**src/rtl/ssc_pkg.sv**
```systemverilog
package ssc_pkg;
  typedef enum logic [1:0] {
    ST_IDLE = 2'd0,
    ST_POLL = 2'd1,
    ST_CMT0 = 2'd2,
    ST_CMT1 = 2'd3
  } ssc_state_e;
endpackage

```
**src/rtl/ssc_addr_gen.sv**
```systemverilog
module ssc_addr_gen
  import ssc_pkg::*;
#(
  parameter int          ADDR_W       = 48,
  parameter int          PID_W        = 16,
  parameter int          SLICE_W      = 4,
  parameter logic [ADDR_W-1:0] BASE_ADDR = '0,
  parameter int unsigned SHADOW_OFF   = 32'h0036_0048,
  parameter int unsigned SLICE_STRIDE = 32'h0001_0000,
  parameter int unsigned PID_STRIDE   = 8,
  parameter int unsigned CMT0_OFF     = 32'h001b_0000,
  parameter int unsigned CMT1_OFF     = 32'h001c_0000
) (
  input  ssc_state_e         state_i,
  input  logic [SLICE_W-1:0] slice_i,
  input  logic [PID_W-1:0]   pid_i,
  output logic [ADDR_W-1:0]  addr_o
);
  logic [ADDR_W-1:0] shadow_addr;

  always_comb begin
    shadow_addr = BASE_ADDR + ADDR_W'(SHADOW_OFF)
                + ADDR_W'(slice_i) * ADDR_W'(SLICE_STRIDE)
                + ADDR_W'(pid_i) * ADDR_W'(PID_STRIDE);
    case (state_i)
      ST_CMT0: addr_o = BASE_ADDR + ADDR_W'(CMT0_OFF);
      ST_CMT1: addr_o = BASE_ADDR + ADDR_W'(CMT1_OFF);
      default: addr_o = shadow_addr;
    endcase
  end
endmodule

```
**src/rtl/ssc_ref_cmp.sv**
```systemverilog
module ssc_ref_cmp #(
  parameter int DATA_W = 64
) (
  input  logic              clk,
  input  logic              rst,
  input  logic              capture_i,
  input  logic [DATA_W-1:0] rdata_i,
  output logic              mismatch_o
);
  logic [DATA_W-1:0] ref_q;

  always_ff @(posedge clk) begin
    if (rst)            ref_q <= '0;
    else if (capture_i) ref_q <= rdata_i;
  end

  assign mismatch_o = (rdata_i != ref_q);
endmodule

```
**src/rtl/ssc_sweep_ctr.sv**
```systemverilog
module ssc_sweep_ctr #(
  parameter int MAX_SWEEPS = 1000,
  localparam int CNT_W = $clog2(MAX_SWEEPS + 1)
) (
  input  logic clk,
  input  logic rst,
  input  logic clr_i,
  input  logic inc_i,
  output logic last_o
);
  logic [CNT_W-1:0] cnt_q;

  always_ff @(posedge clk) begin
    if (rst || clr_i) cnt_q <= '0;
    else if (inc_i)   cnt_q <= cnt_q + CNT_W'(1);
  end

  assign last_o = (cnt_q == CNT_W'(MAX_SWEEPS - 1));
endmodule

```
**src/rtl/shadow_sync_commit.sv**
```systemverilog
module shadow_sync_commit
  import ssc_pkg::*;
#(
  parameter int ADDR_W     = 48,
  parameter int DATA_W     = 64,
  parameter int PID_W      = 16,
  parameter int NSLICE     = 12,
  parameter int MAX_SWEEPS = 1000,
  parameter logic [ADDR_W-1:0] BASE_ADDR = '0,
  localparam int SLICE_W   = $clog2(NSLICE)
) (
  input  logic              clk,
  input  logic              rst,
  input  logic              start_i,
  input  logic [PID_W-1:0]  pid_i,
  output logic              bus_req_o,
  output logic              bus_we_o,
  output logic [ADDR_W-1:0] bus_addr_o,
  output logic [DATA_W-1:0] bus_wdata_o,
  input  logic              bus_ack_i,
  input  logic [DATA_W-1:0] bus_rdata_i,
  output logic              busy_o,
  output logic              done_o,
  output logic              timeout_o
);
  ssc_state_e         state_q;
  logic [SLICE_W-1:0] slice_q;
  logic [PID_W-1:0]   pid_q;
  logic               hs;
  logic               poll_hs;
  logic               mismatch;
  logic               last_sweep;
  logic               accept;

  assign accept      = (state_q == ST_IDLE) && start_i;
  assign busy_o      = (state_q != ST_IDLE);
  assign bus_req_o   = busy_o;
  assign bus_we_o    = (state_q == ST_CMT0) || (state_q == ST_CMT1);
  assign bus_wdata_o = '0;
  assign hs          = bus_req_o && bus_ack_i;
  assign poll_hs     = hs && (state_q == ST_POLL);

  ssc_addr_gen #(
    .ADDR_W(ADDR_W), .PID_W(PID_W), .SLICE_W(SLICE_W), .BASE_ADDR(BASE_ADDR)
  ) addr_i (
    .state_i(state_q), .slice_i(slice_q), .pid_i(pid_q), .addr_o(bus_addr_o)
  );

  ssc_ref_cmp #(.DATA_W(DATA_W)) cmp_i (
    .clk(clk), .rst(rst),
    .capture_i(poll_hs && (slice_q == '0)),
    .rdata_i(bus_rdata_i),
    .mismatch_o(mismatch)
  );

  ssc_sweep_ctr #(.MAX_SWEEPS(MAX_SWEEPS)) ctr_i (
    .clk(clk), .rst(rst),
    .clr_i(accept),
    .inc_i(poll_hs && (slice_q != '0) && mismatch),
    .last_o(last_sweep)
  );

  always_ff @(posedge clk) begin
    if (rst) begin
      state_q   <= ST_IDLE;
      slice_q   <= '0;
      pid_q     <= '0;
      done_o    <= 1'b0;
      timeout_o <= 1'b0;
    end else begin
      done_o <= 1'b0;
      case (state_q)
        ST_IDLE: if (start_i) begin
          state_q   <= ST_POLL;
          slice_q   <= '0;
          pid_q     <= pid_i;
          timeout_o <= 1'b0;
        end
        ST_POLL: if (hs) begin
          if (slice_q == '0) begin
            slice_q <= SLICE_W'(1);
          end else if (mismatch) begin
            slice_q <= '0;
            if (last_sweep) begin
              timeout_o <= 1'b1;
              state_q   <= ST_CMT0;
            end
          end else if (slice_q == SLICE_W'(NSLICE - 1)) begin
            state_q <= ST_CMT0;
          end else begin
            slice_q <= slice_q + SLICE_W'(1);
          end
        end
        ST_CMT0: if (hs) state_q <= ST_CMT1;
        ST_CMT1: if (hs) begin
          state_q <= ST_IDLE;
          done_o  <= 1'b1;
        end
        default: state_q <= ST_IDLE;
      endcase
    end
  end
endmodule

```
**config.mk**
```make
export PLATFORM = sky130hd
export DESIGN_NAME = shadow_sync_commit
export DESIGN_NICKNAME = d
export VERILOG_FILES = /design/src/rtl/ssc_pkg.sv /design/src/rtl/ssc_addr_gen.sv /design/src/rtl/ssc_ref_cmp.sv /design/src/rtl/ssc_sweep_ctr.sv /design/src/rtl/shadow_sync_commit.sv
export SDC_FILE = /design/constraint.sdc
export NUM_CORES = 1
export LEC_CHECK = 0
export BUFFER_PORTS_ARGS = -buffer_cell sky130_fd_sc_hd__buf_2
export CAP_MARGIN = 20
export CELL_PAD_IN_SITES_DETAIL_PLACEMENT = 1
export CELL_PAD_IN_SITES_GLOBAL_PLACEMENT = 1
export CORE_MARGIN = 3
export CORE_UTILIZATION = 36
export DETAILED_ROUTE_END_ITERATION = 6
export PLACE_DENSITY = 0.84
export REMOVE_ABC_BUFFERS = 1
export SLEW_MARGIN = 0
export SYNTH_ARGS = -nofsm -noshare
export SYNTH_HDL_FRONTEND = slang
export SYNTH_SLANG_ARGS = --single-unit
```
**constraint.sdc**
```tcl
create_clock -name clk -period 3.1 [get_ports clk]
set_input_delay 0.93 -clock clk [delete_from_list [all_inputs] [get_ports clk]]
set_output_delay 0.93 -clock clk [all_outputs]
set_load 0.005 [all_outputs]
```
==> impl_metrics.ini, run 1 <==
[setup_path]
critPathMaxFanout = 2
cp_slowest_cell = dfxtp_2
path_cells = inv_4, ha_4, inv_2, ha_4, nand4_1, o31ai_2, nand3_1, xnor2_1, nor2_1, buf_2
critPathKind = flip-flop to output pin
cp.buffers_inverters = 3
startpoint_type = flip-flop
critPathArrivalTime_ps = 2190
critPathRequiredTime_ps = 2170
cpLargestDelayFamily = adder cells
cp_slowest_stage_delay_ps = 350
cpMostUsedCell = ha_4
critPathCaptureType = output pin

[layout]
antenna_cells = 0
fin_nets = 936
syn_to_final_growth_pct = 13.9
drive_gt1_share_pct = 19.2
mostFrequentLayoutCells = nand2_1 (179), buf_2 (108), dfxtp_1 (96)
final_common_cell = nand2_1
final_cell_area_um2 = 6610
n_fill_cell = 1953
utilization_pct = 42.7
finalNonFillerCells = 1054

[global_routing]
gr-total-overflow = 0
grt_pass1_wl_mm = 24.0
grt_use_total_pct = 16.2
antenna_found_initial = 0
grt_pass1_vias = 4952
grt_max_degree = 57

[sta]
hold_viol = 0
relSlewSlack_pct = 42.6
finalClockSkew_ps = 4.89
finalCritPeriodShare_pct = 101
fmax_mhz = 320
setup_viol = 2
worstMarginPinSlew_ps = 862
fin_setup_tns_ps = -26.0
fin_crit_ps = 3120
setup_ws_ps = -24.5
rsz0062_at_grt = yes
drv_slew = 0
worst_hold_slack_ps = 466

[place]
numPortBuffers = 108
gp_congestion = 0.792
dp_slack_ps = 95.4
place_hpwl_mm = 10.6
placed_area_um2 = 6200
dp.cells = 1032

[outcome]
status = finished with violations
violations = negative setup slack

[pwr]
p_total_mw = 3.65
peakVddDrop_mv = 0.265
powerDensity_nw_per_um2 = 553
power.leakage_nw = 2.55

[route]
via_per_inst = 4.66
post-route-drc-count = 0
totalWireLength_mm = 14.5
drt_first_iter_violations = 157
num_vias = 4911
antenna_left = 0
drtPass1Iterations = 4
wl_per_cell_um = 13.7

[logic_synthesis]
synth_cell_types = 53
avgSynthCellArea_um2 = 7.84
netlist_area_um2 = 5800
synth-seq-cells = 98
synth_area_leaders = dfxtp_1 (34%), buf_4 (12%), nand2_1 (12%)
ys_seq_area_share_pct = 33.8
synth_edf_count = 0
ys.flop_type = dfxtp_1
synth_top_area_cell = dfxtp_1
synthArstFlopShare_pct = 0
synth_cells = 740
yosys_warnings = 0
synth_top_area_share_pct = 33.8

[floorplanning]
io_pins = 201
dieHeight_um = 133
die_w_um = 133
fp.coreArea_um2 = 15500
initial_core_util_pct = 37.5
die_area_um2 = 17700
placementRows = 45

[clock_tree]
clkSlewWorstSetupHoldPaths_ps = 70
root_buffer = clkbuf_16
clock_latency_ps = 340
cts_inserted_buffers = 9
tritoncts = done
ctsHoldBuffers = 0
cts_sinks = 98
clock_path_buffers = 2
htree_levels = 3

[job]
cap_violations = 0

[min_path]
hold_class = flip-flop to flip-flop
## routing by layer
metal	share of wire [%]	wire [µm]	global-route usage (%)	vias to the layer above
li1	-	-	-	2490
met1	43	6230	19.2	2301
met2	50	7240	29.0	113
met3	6.4	924	5.29	7
met4	0.66	96	2.77	0
met5	0	0	0	-
## cell families (layout without fill, tap and decap cells)
family                   Yosys count  after routing  synth area share [%]
AO/OA/AOI/OAI                    132            132                  13.1
XOR/XNOR                          78             78                  11.8
adder cells (fa/ha/maj)           14             14                  3.02
buffers and inverters            138            150                  15.4
flip-flops                        98             98                  33.8
multiplexers                       6              6                  1.10
other                              1             92                0.0646
AND/OR/NAND/NOR                  273            273                  21.7
## state kept, by name, summed over array words and instances (netlist names)
register,cells
state_q,2
slice_q,4
timeout_o,1
done_o,1
ctr_i.cnt_q,10
cmp_i.ref_q,64
pid_q,16
## worst paths after layout
check                           cells after the start  startpoint              to  slack [ps]
worst max-delay path                               10  slice_q[1]  bus_addr_o[21]         -20
worst min-delay path                                2   pid_q[13]       pid_q[13]         470
worst max register to register                      6  state_q[1]  ctr_i.cnt_q[5]         500
worst min register to register                      2   pid_q[13]       pid_q[13]         470
## where the power goes
group	switching [mW]	internal [mW]	total [mW]
clock	0.496	0.588	1.08
combinational	0.635	0.470	1.11
sequential	0.100	1.36	1.46
## tightest hold or removal path, cell delays in order (launching register included)
cell     delay, ps
dfxtp_1        320
nand2_1         50
a21oi_1         50
## synthesized netlist by cell type, drive strengths merged, types with 9 or more instances
| library cell | n |
|---|---|
| nand2 | 180 |
| dfxtp | 98 |
| buf | 100 |
| ha | 14 |
| nand4 | 25 |
| a21oi | 92 |
| xnor2 | 70 |
| clkbuf | 27 |
| o21ai | 9 |
| inv | 11 |
| nor2 | 21 |
## cell type report
type	count	area (µm²)	share of cell area, %
clock inverter	4	26.3	0.398
tap	211	264	4.00
sequential	98	1970	29.8
multi-input combinational	595	3360	50.8
clock buffer	12	256	3.88
timing repair buffer	123	691	10.5
inverter	11	46.3	0.701
## timing repair
| action | in CTS | in global routing |
|---|---|---|
| pin swaps | 7 | 7 |
| hold endpoints to repair | 0 | 0 |
| setup buffers | 6 | 0 |
| gates resized for setup | 13 | 3 |
| endpoints found under the setup margin | 4 | 6 |
Note: power is estimated with default switching activity, not from simulation.
==> run 2, diff against run 1 <==
- CORE_UTILIZATION: 36 -> 33
- PLACE_DENSITY: 0.84 -> 0.81
- RECOVER_POWER: default -> 50
- clock period: 3.1 -> 2.7 ns (I/O delays scaled with it)
==> impl_metrics.ini, run 2 (synthesis gave the netlist of run 1 again) <==
[clock_tree]
ctsHoldBuffers = 0
tritoncts = done
cts_inserted_buffers = 9
root_buffer = clkbuf_16
clock_path_buffers = 2
clock_latency_ps = 340
clkSlewWorstSetupHoldPaths_ps = 70
cts_sinks = 98
htree_levels = 3

[route]
totalWireLength_mm = 15.2
antenna_left = 0
via_per_inst = 4.65
drt_first_iter_violations = 249
drtPass1Iterations = 4
post-route-drc-count = 0
wl_per_cell_um = 14.1
num_vias = 5016

[floorplanning]
die_area_um2 = 19200
placementRows = 47
fp.coreArea_um2 = 16900
die_w_um = 139
io_pins = 201
initial_core_util_pct = 34.4
dieHeight_um = 139

[place]
place_hpwl_mm = 11.4
dp_slack_ps = 20.2
gp_congestion = 0.761
numPortBuffers = 108

[layout]
max_flop_register = cmp_i.ref_q
drive_gt1_share_pct = 21.5
fin_nets = 953
antenna_cells = 0
reg.largest.list = cmp_i.ref_q x64, pid_q x16, ctr_i.cnt_q x10
mostFrequentLayoutCells = nand2_1 (177), buf_2 (106), conb_1 (92)
largest_reg_flops = 64
syn_to_final_growth_pct = 16.4
final_common_cell = nand2_1

[global_routing]
grt_max_degree = 56
grt_pass1_wl_mm = 24.8
gr-total-overflow = 0
antenna_found_initial = 3
grt_pass1_vias = 4965
grt_use_total_pct = 15.3

[setup_path]
critPathArrivalTime_ps = 2190
r2r-end = cmp_i.ref_q[51]
startpoint_type = flip-flop
critPathKind = flip-flop to output pin
critPathCaptureType = output pin
cp_slowest_stage_delay_ps = 340
critPathRequiredTime_ps = 1890
rr_worst_depth = 10
critPathMaxFanout = 2
path_cells = inv_2, ha_4, inv_2, ha_4, nand4_1, o31ai_2, nand3_1, xnor2_1, nor2_1, buf_2
r2r_slack_ps = -130
r2r_start = slice_q[1]
cp_slowest_cell = dfxtp_2

[outcome]
violations = negative setup slack
status = finished with violations

[pwr]
peakVddDrop_mv = 0.279
power.leakage_nw = 2.61
powerDensity_nw_per_um2 = 628

[min_path]
hold_end = timeout_o
hold_class = flip-flop to flip-flop
min_from = timeout_o
hold_depth = 1

[sta]
worst_hold_slack_ps = 464
drv_slew = 0
rsz0062_at_grt = yes
fin_crit_ps = 3000
worstMarginPinSlew_ps = 1170
setup_viol = 57
finalCritPeriodShare_pct = 111
fmax_mhz = 333
relSlewSlack_pct = 22.1
setup_ws_ps = -299
hold_viol = 0
finalClockSkew_ps = 7.64

[job]
cap_violations = 0
-- run 2: power breakdown --
part	switching, mW	internal, mW	leakage, nW
clock network	0.557	0.675	0.135
registers	0.110	1.57	0.797
logic	0.760	0.571	1.68
total	1.43	2.82	2.61
-- run 2: repair_timing --
item,4_1_cts,5_1_grt
pin swaps,15,7
buffers inserted,4,4
resized for setup,24,9
endpoints found under the setup margin,11,10
-- run 2: how the worst max path moves through the flow --
stage / from / end / slack [ps] / depth (start not counted)
after floorplan: slice_q[2] / bus_addr_o[21] / 40 / 9
after global placement: slice_q[1] / bus_addr_o[21] / 80 / 10
after detailed placement: slice_q[1] / bus_addr_o[19] / 20 / 11
after CTS: slice_q[1] / bus_addr_o[21] / -300 / 10
after global routing: slice_q[2] / bus_addr_o[21] / -470 / 10
final: slice_q[1] / bus_addr_o[21] / -300 / 10
-- run 2: area by class of cell --
| cell class | instances | area [µm²] |
|---|---|---|
| inverters | 11 | 41.3 |
| fillers | 2119 | 10100 |
| well taps | 220 | 275 |
| flip-flops and latches | 98 | 1970 |
| clock inverters | 3 | 25.0 |
| clock buffers | 12 | 256 |
| repair buffers | 140 | 801 |
| multi-input cells | 595 | 3380 |
-- run 2: per-layer routing --
layer  up-vias  track usage [%]  routed length [µm]
li1       2521                -                   -
met1      2324             18.9                6590
met2       139             26.4                7450
met3        26             4.03                 947
met4         6             4.42                 211
met5         -                0                  41
-- run 2: worst max-delay path: cells and delay by family, from the launching register on --
kind / cells / cell delay (ps)
compound gates: 1 / 280
buf+inv: 3 / 210
flops: 1 / 340
fa+ha+maj: 2 / 520
xor+xnor: 1 / 190
simple gates: 3 / 320
-- run 2: stage by stage --
| step | area [µm²] | power [mW] | cells | util, % | TNS (ps) |
|---|---|---|---|---|---|
| floorplan | 5290 | 2.43 | 704 | - | 0 |
| global placement | 6330 | 2.99 | 1056 | 37.5 | 0 |
| detailed placement | 6330 | 3.02 | 1056 | 37.5 | 0 |
| CTS | 6730 | 4.32 | 1075 | 39.9 | -1090 |
| global route | 6750 | 4.54 | 1079 | 40.0 | -14410 |
| finish | 6750 | 4.24 | 1079 | 40.0 | -2610 |
==> run 3, diff against run 2 <==
==> constraint.sdc (replaced) <==
create_clock -name clk -period 2.7 [get_ports clk]
set_input_delay 0.81 -clock clk [delete_from_list [all_inputs] [get_ports clk]]
set_output_delay 0.81 -clock clk [all_outputs]
set_load 0.02 [all_outputs]
==> impl_metrics.ini, run 3 (synthesis gave the netlist of run 1 again) <==
[outcome]
status = finished with violations
violations = negative setup slack

[route]
drt_first_iter_violations = 184
wl_per_cell_um = 14.4
via_per_inst = 4.70
drtPass1Iterations = 4
post-route-drc-count = 0
num_vias = 5090
totalWireLength_mm = 15.6
antenna_left = 0

[sta]
fin_crit_ps = 3050
finalCritPeriodShare_pct = 113
relSlewSlack_pct = 30.3
fmax_mhz = 327
hold_viol = 0
finalClockSkew_ps = 10.1
worstMarginPinSlew_ps = 1050
rsz0062_at_grt = yes
setup_viol = 7
setup_ws_ps = -354
drv_slew = 0

[global_routing]
gr-total-overflow = 0
grt_use_total_pct = 15.4
grt_max_degree = 59
antenna_found_initial = 2
grt_pass1_wl_mm = 24.8
grt_pass1_vias = 4958

[floorplanning]
placementRows = 47
dieHeight_um = 139
fp.coreArea_um2 = 16900
io_pins = 201
die_w_um = 139
initial_core_util_pct = 34.4
die_area_um2 = 19200

[layout]
final_common_cell = nand2_1
mostFrequentLayoutCells = nand2_1 (177), buf_2 (97), conb_1 (92)
finalNonFillerCells = 1082
n_fill_cell = 2143
largest_reg_flops = 64
max_flop_register = cmp_i.ref_q
drive_gt1_share_pct = 22.2
reg.largest.list = cmp_i.ref_q x64, pid_q x16, ctr_i.cnt_q x10
syn_to_final_growth_pct = 17.2
fin_nets = 955
antenna_cells = 0

[setup_path]
critPathArrivalTime_ps = 2240
startpoint_type = flip-flop
critPathCaptureType = output pin
cp_slowest_stage_delay_ps = 340
cp_slowest_cell = dfxtp_2
critPathMaxFanout = 2
critPathKind = flip-flop to output pin
critPathRequiredTime_ps = 1890
path_cells = inv_2, ha_4, inv_2, ha_4, nand4_1, o31ai_2, nand3_1, xnor2_1, nor2_1, buf_4

[clock_tree]
cts_sinks = 98
htree_levels = 3
tritoncts = done
clock_latency_ps = 350
root_buffer = clkbuf_16
cts_inserted_buffers = 9
clkSlewWorstSetupHoldPaths_ps = 70
clock_path_buffers = 2

[job]
cap_violations = 0

[pwr]
p_total_mw = 4.55
powerDensity_nw_per_um2 = 669
peakVddDrop_mv = 0.368
power.leakage_nw = 2.63

[place]
place_hpwl_mm = 11.3
numPortBuffers = 108
dp.cells = 1057
gp_congestion = 0.773

[min_path]
hold_class = flip-flop to flip-flop
run 3: changes by cell type in the layout (fill, tap and decap cells not counted), sizes merged:
cell	before	now
buf	135	136
inv	11	12
clkbuf	17	18
run 3: timing repair:
item | in CTS | in global routing
endpoints found under the setup margin | 9 | 18
gates cloned | 0 | 0
gates resized for setup | 34 | 14
hold buffers | 0 | 0
hold endpoints to repair | 0 | 0
setup buffers | 5 | 5
pin swaps | 12 | 7
run 3: worst paths after layout:
check	from	to	slack, ps	cells after the start
setup / recovery	slice_q[1]	bus_addr_o[21]	-350	10
hold / removal	pid_q[13]	pid_q[13]	460	2
setup reg to reg	slice_q[1]	cmp_i.ref_q[54]	20	11
hold reg to reg	pid_q[13]	pid_q[13]	460	2
run 3: cell type report:
type / count / area [µm²] / share of cell area (%)
multi-input cells: 595 / 3390 / 49.8
flip-flops and latches: 98 / 1980 / 29.1
clock buffers: 12 / 246 / 3.62
inverters: 11 / 41.3 / 0.607
well taps: 220 / 275 / 4.05
clock inverters: 4 / 26.3 / 0.386
repair buffers: 142 / 850 / 12.5
run 3: power by group:
group | switching [mW] | leakage [nW] | total (mW) | internal [mW]
Clock | 0.578 | 0.133 | 1.23 | 0.652
Sequential | 0.111 | 0.797 | 1.68 | 1.57
Combinational | 1.01 | 1.70 | 1.64 | 0.625
Total | 1.70 | 2.63 | 4.55 | 2.85
run 3: metal layers:
layer	GRT usage, %	wire [µm]	vias to the layer above
met4	2.86	123	4
met5	0	22	-
li1	-	-	2518
met3	5.21	990	21
met2	27.0	7910	142
met1	18.6	6550	2405
run 3: worst max-delay path, delay by kind of cell, from the launching register on:
kind            cells  cell delay, ps
xor+xnor            1             170
simple gates        3             310
compound gates      1             290
buf+inv             3             250
fa+ha+maj           2             530
flops               1             340
run 3: through the flow:
step                      util [%]  cell area, µm²  worst slack [ps]  hold slack, ps  setup TNS [ps]
after detailed placement      37.5            6330             -45.9             457           -92.2
after CTS                     40.0            6760              -351             469           -1540
after global routing          40.3            6800              -495             482           -8930
after floorplan                  -            5290              -148             435            -220
final                         40.3            6800              -354             461           -1800
after global placement        37.5            6330              23.9             449               0
